<file path="config.mk">
export PLATFORM = sky130hd
export DESIGN_NAME = acc_alu
export DESIGN_NICKNAME = d
export VERILOG_FILES = /design/src/rtl/alu8_pkg.sv /design/src/rtl/alu8_adder.sv /design/src/rtl/alu8_szp.sv /design/src/rtl/alu8_core.sv /design/src/rtl/acc_alu.sv
export SDC_FILE = /design/constraint.sdc
export NUM_CORES = 1
export LEC_CHECK = 0
export ABC_AREA = 1
export BUFFER_PORTS_ARGS = -buffer_cell sky130_fd_sc_hd__buf_2
export CAP_MARGIN = 20
export CORE_ASPECT_RATIO = 0.8
export CORE_MARGIN = 5
export CORE_UTILIZATION = 50
export DETAILED_ROUTE_END_ITERATION = 16
export HOLD_SLACK_MARGIN = 0.08
export PLACE_DENSITY = 0.69
export REMOVE_ABC_BUFFERS = 1
export SLEW_MARGIN = 40
export SYNTH_ARGS = -nofsm -noshare
export SYNTH_HDL_FRONTEND = slang
export SYNTH_HIERARCHICAL = 1
export SYNTH_SLANG_ARGS = --single-unit
export TNS_END_PERCENT = 5
</file>
<file path="constraint.sdc">
create_clock -name clk -period 6.67 [get_ports clk]
set_clock_uncertainty 0.1 [all_clocks]
set_input_delay 0 -clock clk [delete_from_list [all_inputs] [get_ports clk]]
set_output_delay 0 -clock clk [all_outputs]
set_load 0.03 [all_outputs]
</file>
<file path="src/rtl/alu8_pkg.sv">
package alu8_pkg;
    localparam int DW = 8;
    localparam int NW = 4;

    typedef enum logic [4:0] {
        OP_ADD = 5'd0,  OP_ADC = 5'd1,  OP_SUB = 5'd2,  OP_SBB = 5'd3,
        OP_AND = 5'd4,  OP_XOR = 5'd5,  OP_OR  = 5'd6,  OP_CMP = 5'd7,
        OP_INC = 5'd8,  OP_DEC = 5'd9,  OP_CPL = 5'd10, OP_RLC = 5'd11,
        OP_RRC = 5'd12, OP_RAL = 5'd13, OP_RAR = 5'd14, OP_STC = 5'd15,
        OP_CMC = 5'd16, OP_DAA = 5'd17
    } alu_op_e;

    typedef struct packed {
        logic sign;
        logic zero;
        logic aux;
        logic par;
        logic cy;
    } flags_t;
endpackage

</file>
<file path="src/rtl/alu8_adder.sv">
module alu8_adder #(
    parameter int W  = 8,
    parameter int NW = 4
) (
    input  logic [W-1:0] x,
    input  logic [W-1:0] y,
    input  logic         ci,
    output logic [W-1:0] sum,
    output logic         c_half,
    output logic         c_full
);
    localparam int HW = W - NW;

    logic [NW:0] lo;
    logic [HW:0] hi;

    always_comb begin
        lo     = {1'b0, x[NW-1:0]} + {1'b0, y[NW-1:0]} + {{NW{1'b0}}, ci};
        hi     = {1'b0, x[W-1:NW]} + {1'b0, y[W-1:NW]} + {{HW{1'b0}}, lo[NW]};
        sum    = {hi[HW-1:0], lo[NW-1:0]};
        c_half = lo[NW];
        c_full = hi[HW];
    end
endmodule

</file>
<file path="src/rtl/alu8_szp.sv">
module alu8_szp #(
    parameter int W = 8
) (
    input  logic [W-1:0] v,
    output logic         sign,
    output logic         zero,
    output logic         par
);
    always_comb begin
        sign = v[W-1];
        zero = (v == '0);
        par  = ~^v;
    end
endmodule

</file>
<file path="src/rtl/alu8_core.sv">
module alu8_core
    import alu8_pkg::*;
#(
    parameter int W  = DW,
    parameter int NH = NW
) (
    input  logic [4:0]   op,
    input  logic [W-1:0] a,
    input  logic [W-1:0] b,
    input  logic         cy_in,
    input  logic         ac_in,
    output logic [W-1:0] res,
    output flags_t       f_new,
    output flags_t       f_upd
);
    localparam int HW = W - NH;

    logic [W-1:0] add_y;
    logic         add_ci;
    logic [W-1:0] sum;
    logic         c_half;
    logic         c_full;
    logic         lo_fix;
    logic         hi_fix;
    logic [W-1:0] corr;
    logic [W-1:0] szp_src;
    logic         s_bit;
    logic         z_bit;
    logic         p_bit;

    // operand selection for the shared adder
    always_comb begin
        lo_fix = (a[NH-1:0] > NH'(9)) | ac_in;
        hi_fix = (a[W-1:NH] > HW'(9)) | cy_in;
        corr   = {(hi_fix ? HW'(6) : HW'(0)), (lo_fix ? NH'(6) : NH'(0))};
        add_y  = b;
        add_ci = 1'b0;
        case (op)
            OP_ADC:         add_ci = cy_in;
            OP_SUB, OP_CMP: begin add_y = ~b; add_ci = 1'b1; end
            OP_SBB:         begin add_y = ~b; add_ci = ~cy_in; end
            OP_INC:         begin add_y = '0; add_ci = 1'b1; end
            OP_DEC:         add_y = '1;
            OP_DAA:         add_y = corr;
            default:        ;
        endcase
    end

    alu8_adder #(.W(W), .NW(NH)) u_add (
        .x      (a),
        .y      (add_y),
        .ci     (add_ci),
        .sum    (sum),
        .c_half (c_half),
        .c_full (c_full)
    );

    // result selection
    always_comb begin
        case (op)
            OP_ADD, OP_ADC, OP_SUB, OP_SBB,
            OP_INC, OP_DEC, OP_DAA: res = sum;
            OP_AND:  res = a & b;
            OP_XOR:  res = a ^ b;
            OP_OR:   res = a | b;
            OP_CPL:  res = ~a;
            OP_RLC:  res = {a[W-2:0], a[W-1]};
            OP_RRC:  res = {a[0], a[W-1:1]};
            OP_RAL:  res = {a[W-2:0], cy_in};
            OP_RAR:  res = {cy_in, a[W-1:1]};
            default: res = a;
        endcase
        szp_src = (op == OP_CMP) ? sum : res;
    end

    alu8_szp #(.W(W)) u_szp (
        .v    (szp_src),
        .sign (s_bit),
        .zero (z_bit),
        .par  (p_bit)
    );

    // new flag values and per-operation update mask
    always_comb begin
        f_new      = '0;
        f_upd      = '0;
        f_new.sign = s_bit;
        f_new.zero = z_bit;
        f_new.par  = p_bit;
        f_new.aux  = c_half;
        case (op)
            OP_ADD, OP_ADC: begin f_new.cy = c_full;  f_upd = '1; end
            OP_SUB, OP_SBB,
            OP_CMP:         begin f_new.cy = ~c_full; f_upd = '1; end
            OP_AND:         begin f_new.aux = 1'b1; f_new.cy = 1'b0; f_upd = '1; end
            OP_XOR, OP_OR:  begin f_new.aux = 1'b0; f_new.cy = 1'b0; f_upd = '1; end
            OP_INC, OP_DEC: begin f_upd = '1; f_upd.cy = 1'b0; end
            OP_RLC, OP_RAL: begin f_new.cy = a[W-1]; f_upd.cy = 1'b1; end
            OP_RRC, OP_RAR: begin f_new.cy = a[0];   f_upd.cy = 1'b1; end
            OP_STC:         begin f_new.cy = 1'b1;   f_upd.cy = 1'b1; end
            OP_CMC:         begin f_new.cy = ~cy_in; f_upd.cy = 1'b1; end
            OP_DAA:         begin f_new.cy = cy_in | hi_fix; f_upd = '1; end
            default:        ;
        endcase
    end
endmodule

</file>
<file path="src/rtl/acc_alu.sv">
module acc_alu
    import alu8_pkg::*;
#(
    parameter int W = DW
) (
    input  logic         clk,
    input  logic         rst_n,
    input  logic         op_valid,
    input  logic [4:0]   op,
    input  logic [W-1:0] acc,
    input  logic [W-1:0] opnd,
    output logic [W-1:0] result,
    output logic [4:0]   flags
);
    typedef struct packed {
        flags_t fl;
    } state_t;

    state_t state_d;
    state_t state_q;
    flags_t f_new;
    flags_t f_upd;

    alu8_core #(.W(W), .NH(NW)) u_core (
        .op    (op),
        .a     (acc),
        .b     (opnd),
        .cy_in (state_q.fl.cy),
        .ac_in (state_q.fl.aux),
        .res   (result),
        .f_new (f_new),
        .f_upd (f_upd)
    );

    always_comb begin
        state_d = state_q;
        if (op_valid) begin
            state_d.fl = flags_t'((f_new & f_upd) | (state_q.fl & ~f_upd));
        end
    end

    always_ff @(posedge clk or negedge rst_n) begin
        if (!rst_n) begin
            state_q <= '0;
        end else begin
            state_q <= state_d;
        end
    end

    assign flags = state_q.fl;
endmodule

</file>
==> results by group <==
Outcome
  – Status: complete, no violations

Place
  – IO Port Bufs: 36
  – Placement Setup Slack: 1.768 ns
  – Final Wtd Congestion: 1.025
  – Placed insts: 470
  – Dpl cell area: 2337 µm²
  – DP Wirelength: 5104 µm

Critical path
  – Crit Path Class: input port to flop
  – Reg2Reg Depth: 26
  – Setup crit end kind: flop
  – Critical Path AT: 4.51 ns
  – Top cell by count, worst path: nand2_1
  – CP startpoint kind: input port
  – Worst-path fanout max: 12
  – Crit path largest cell delay: 0.44 ns
  – Worst Path Required: 6.73 ns
  – Worst path slowest cell: nor2_2

CTS
  – CTS resizes: 0
  – Sink Count: 5
  – CTS tree: done
  – Clk pin slew, worst setup/hold paths: 0.04 ns
  – CTS root buffer: clkbuf_8
  – CTS Buf Count: 3
  – Cts hold-fix bufs: 3
  – H-tree levels: 1
  – Post-CTS setup buffers: 0
  – CTS Buffer Depth: 2
  – Worst skew pair latency: 0.22 ns

Timing
  – Slew Limit Headroom: 0.6403
  – Max Freq: 224.6 MHz
  – WHS: 0.2254 ns
  – Setup violations, final: 0
  – Post-route worst setup slack: 2.218 ns
  – Slew Viols, Final: 0
  – Fin. Hold Viols: 0
  – RSZ-0062 raised after global routing: false
  – Final min period: 4.452 ns
  – TNS Setup: 0 ns
  – Worst Tran Pin Value: 0.5389 ns
  – Tcrit/Tclk final: 0.6675

Power and ir drop
  – VDD IR max: 0.00009535 V
  – Static Leak: 1.517 nW
  – PnR Total Power: 345.6 µW
  – Pwr dens: 143.1 nW/µm²

Die
  – Num ports: 37
  – Core Box Area: 4178 µm²
  – Full die area: 5745 µm²
  – Num rows: 21
  – Die H: 68.80 µm
  – Initial Util: 0.5172
  – Die Width: 83.50 µm

Logic synthesis
  – Synthesized cell area: 2161 µm²
  – Register area share after synthesis: 0.05790
  – Post-Synthesis Cells: 387
  – Avg Cell Area, Syn: 5.584 µm²
  – Post-synth EDFFs: 0
  – Yosys cell types: 32
  – Warning count from the yosys run: 6
  – Synth Flop Type: dfrtp_1
  – Seq cells post-synth: 5
  – Ys async rst share: 1.000

Final layout
  – Final #Nets: 475
  – Layout cell share with drive strength beyond 1: 0.1714
  – Antenna diode count: 0
  – Final Cell Area: 2415 µm²
  – Layout area overhead: 11.75%
  – Final instance count without filler cells: 477
  – Final core occ: 0.5780

Global route
  – Number of antenna violations at the first check in global routing: 0
  – Gr ovfl total: 0
  – Vias in the first global route: 2,083
  – Pin count of the biggest net entering global routing: 15
  – M2 GR Usage: 0.3820
  – Met3 global-route usage: 0.02375
  – Layer with the highest usage: met2
  – First-pass GRT wire length: 10,280 µm
  – Total track usage: 0.2231
  – Global Route met1 Usage: 0.3069

Hold path
  – Min-Delay Path Class: input port to flop
  – Min-Delay Path Depth: 5

Detailed routing
  – Detailed Route Iter0 Violations: 251
  – Drt pass-1 iters: 5
  – Vias: 2,486
  – WL final: 6263 µm
  – DRT antenna net count: 0
  – Vias per cell: 5.212
  – Routed len/inst: 13.13 µm
  – DRC errors left: 0

Run
  – Max-cap viol count: 0
## layout make-up
class,instances,area (µm²)
fill,446,1763
multi-input combinational,302,1700
inverter,70,262.8
timing repair buffer,39,210.2
sequential,5,125.1
tap,57,71.32
clock buffer,4,45.04
## metal layers
layer | up-vias | wire length [µm] | part of all wire
met4 | 0 | 62 | 0.0099
met2 | 108 | 2810 | 0.45
met3 | 6 | 425 | 0.068
li1 | 1275 | - | -
met1 | 1097 | 2964 | 0.47
met5 | - | 0 | 0
## critical path, delay by kind of cell
family | cells | cell delay, ns
XOR/XNOR | 1 | 0.21
AND/OR/NAND/NOR | 13 | 1.40
buffers and inverters | 7 | 0.63
AO/OA/AOI/OAI | 5 | 0.69
adder cells (fa/ha/maj) | 5 | 1.58
## layout by cell type, fill, tap and decap left out, drive strengths merged
| cell | n |
|---|---|
| a21oi | 15 |
| o21bai | 2 |
| buf | 36 |
| xnor2 | 1 |
| o2bb2ai | 1 |
| nand2 | 157 |
| nand4 | 8 |
| inv | 70 |
| xor2 | 1 |
| o21ai | 10 |
| nor4 | 1 |
| nand3 | 44 |
| fa | 4 |
| nand3b | 1 |
| or2 | 1 |
| nor2 | 26 |
| o2111ai | 1 |
| nor3 | 2 |
| ha | 26 |
| dlygate4sd3 | 3 |
| dfrtp | 5 |
| a211oi | 1 |
| clkbuf | 4 |
## power by group
group / switching (mW) / internal, mW / total, mW
combinational: 0.163 / 0.0798 / 0.243
clock: 0.0153 / 0.0411 / 0.0564
sequential: 0.00775 / 0.0384 / 0.0462
## synth_stat cells (2+ instances only)
master	count	area, µm²
nor2_2	7	43.79
nand2_2	3	18.77
a21oi_1	15	75.07
ha_1	26	325.3
fa_1	4	80.08
nand2_1	153	574.3
nor2_1	16	60.06
inv_2	6	22.52
dfrtp_1	5	125.1
buf_4	8	60.06
inv_1	64	240.2
nor3_1	2	10.01
o21ai_0	8	40.04
nand3_2	11	110.1
nand4_1	8	50.05
o21bai_1	2	15.01
nor2_4	2	22.52
nand3_1	33	165.2
## final timing paths
kind | startpoint | endpoint | slack [ns]
hold / removal | acc[7] | flop | 0.23
hold reg to reg | flop | flop | 0.36
max in group asynchronous | rst_n | asynchronous set/reset pin | 5.68
setup reg to reg | flop | flop | 2.60
setup / recovery | op[4] | flop | 2.22
min in group asynchronous | rst_n | asynchronous set/reset pin | 0.59
## kinds of logic (layout without fill, tap and decap cells)
| kind of cell | Yosys count | after routing | share of synthesized area |
|---|---|---|---|
| compound gates | 30 | 30 | 0.07817 |
| buf+inv | 80 | 113 | 0.1563 |
| xor+xnor | 2 | 2 | 0.008108 |
| flops | 5 | 5 | 0.05790 |
| fa+ha+maj | 30 | 30 | 0.1876 |
| simple gates | 240 | 240 | 0.5119 |
No activity file was read; power rests on OpenSTA's default activity.
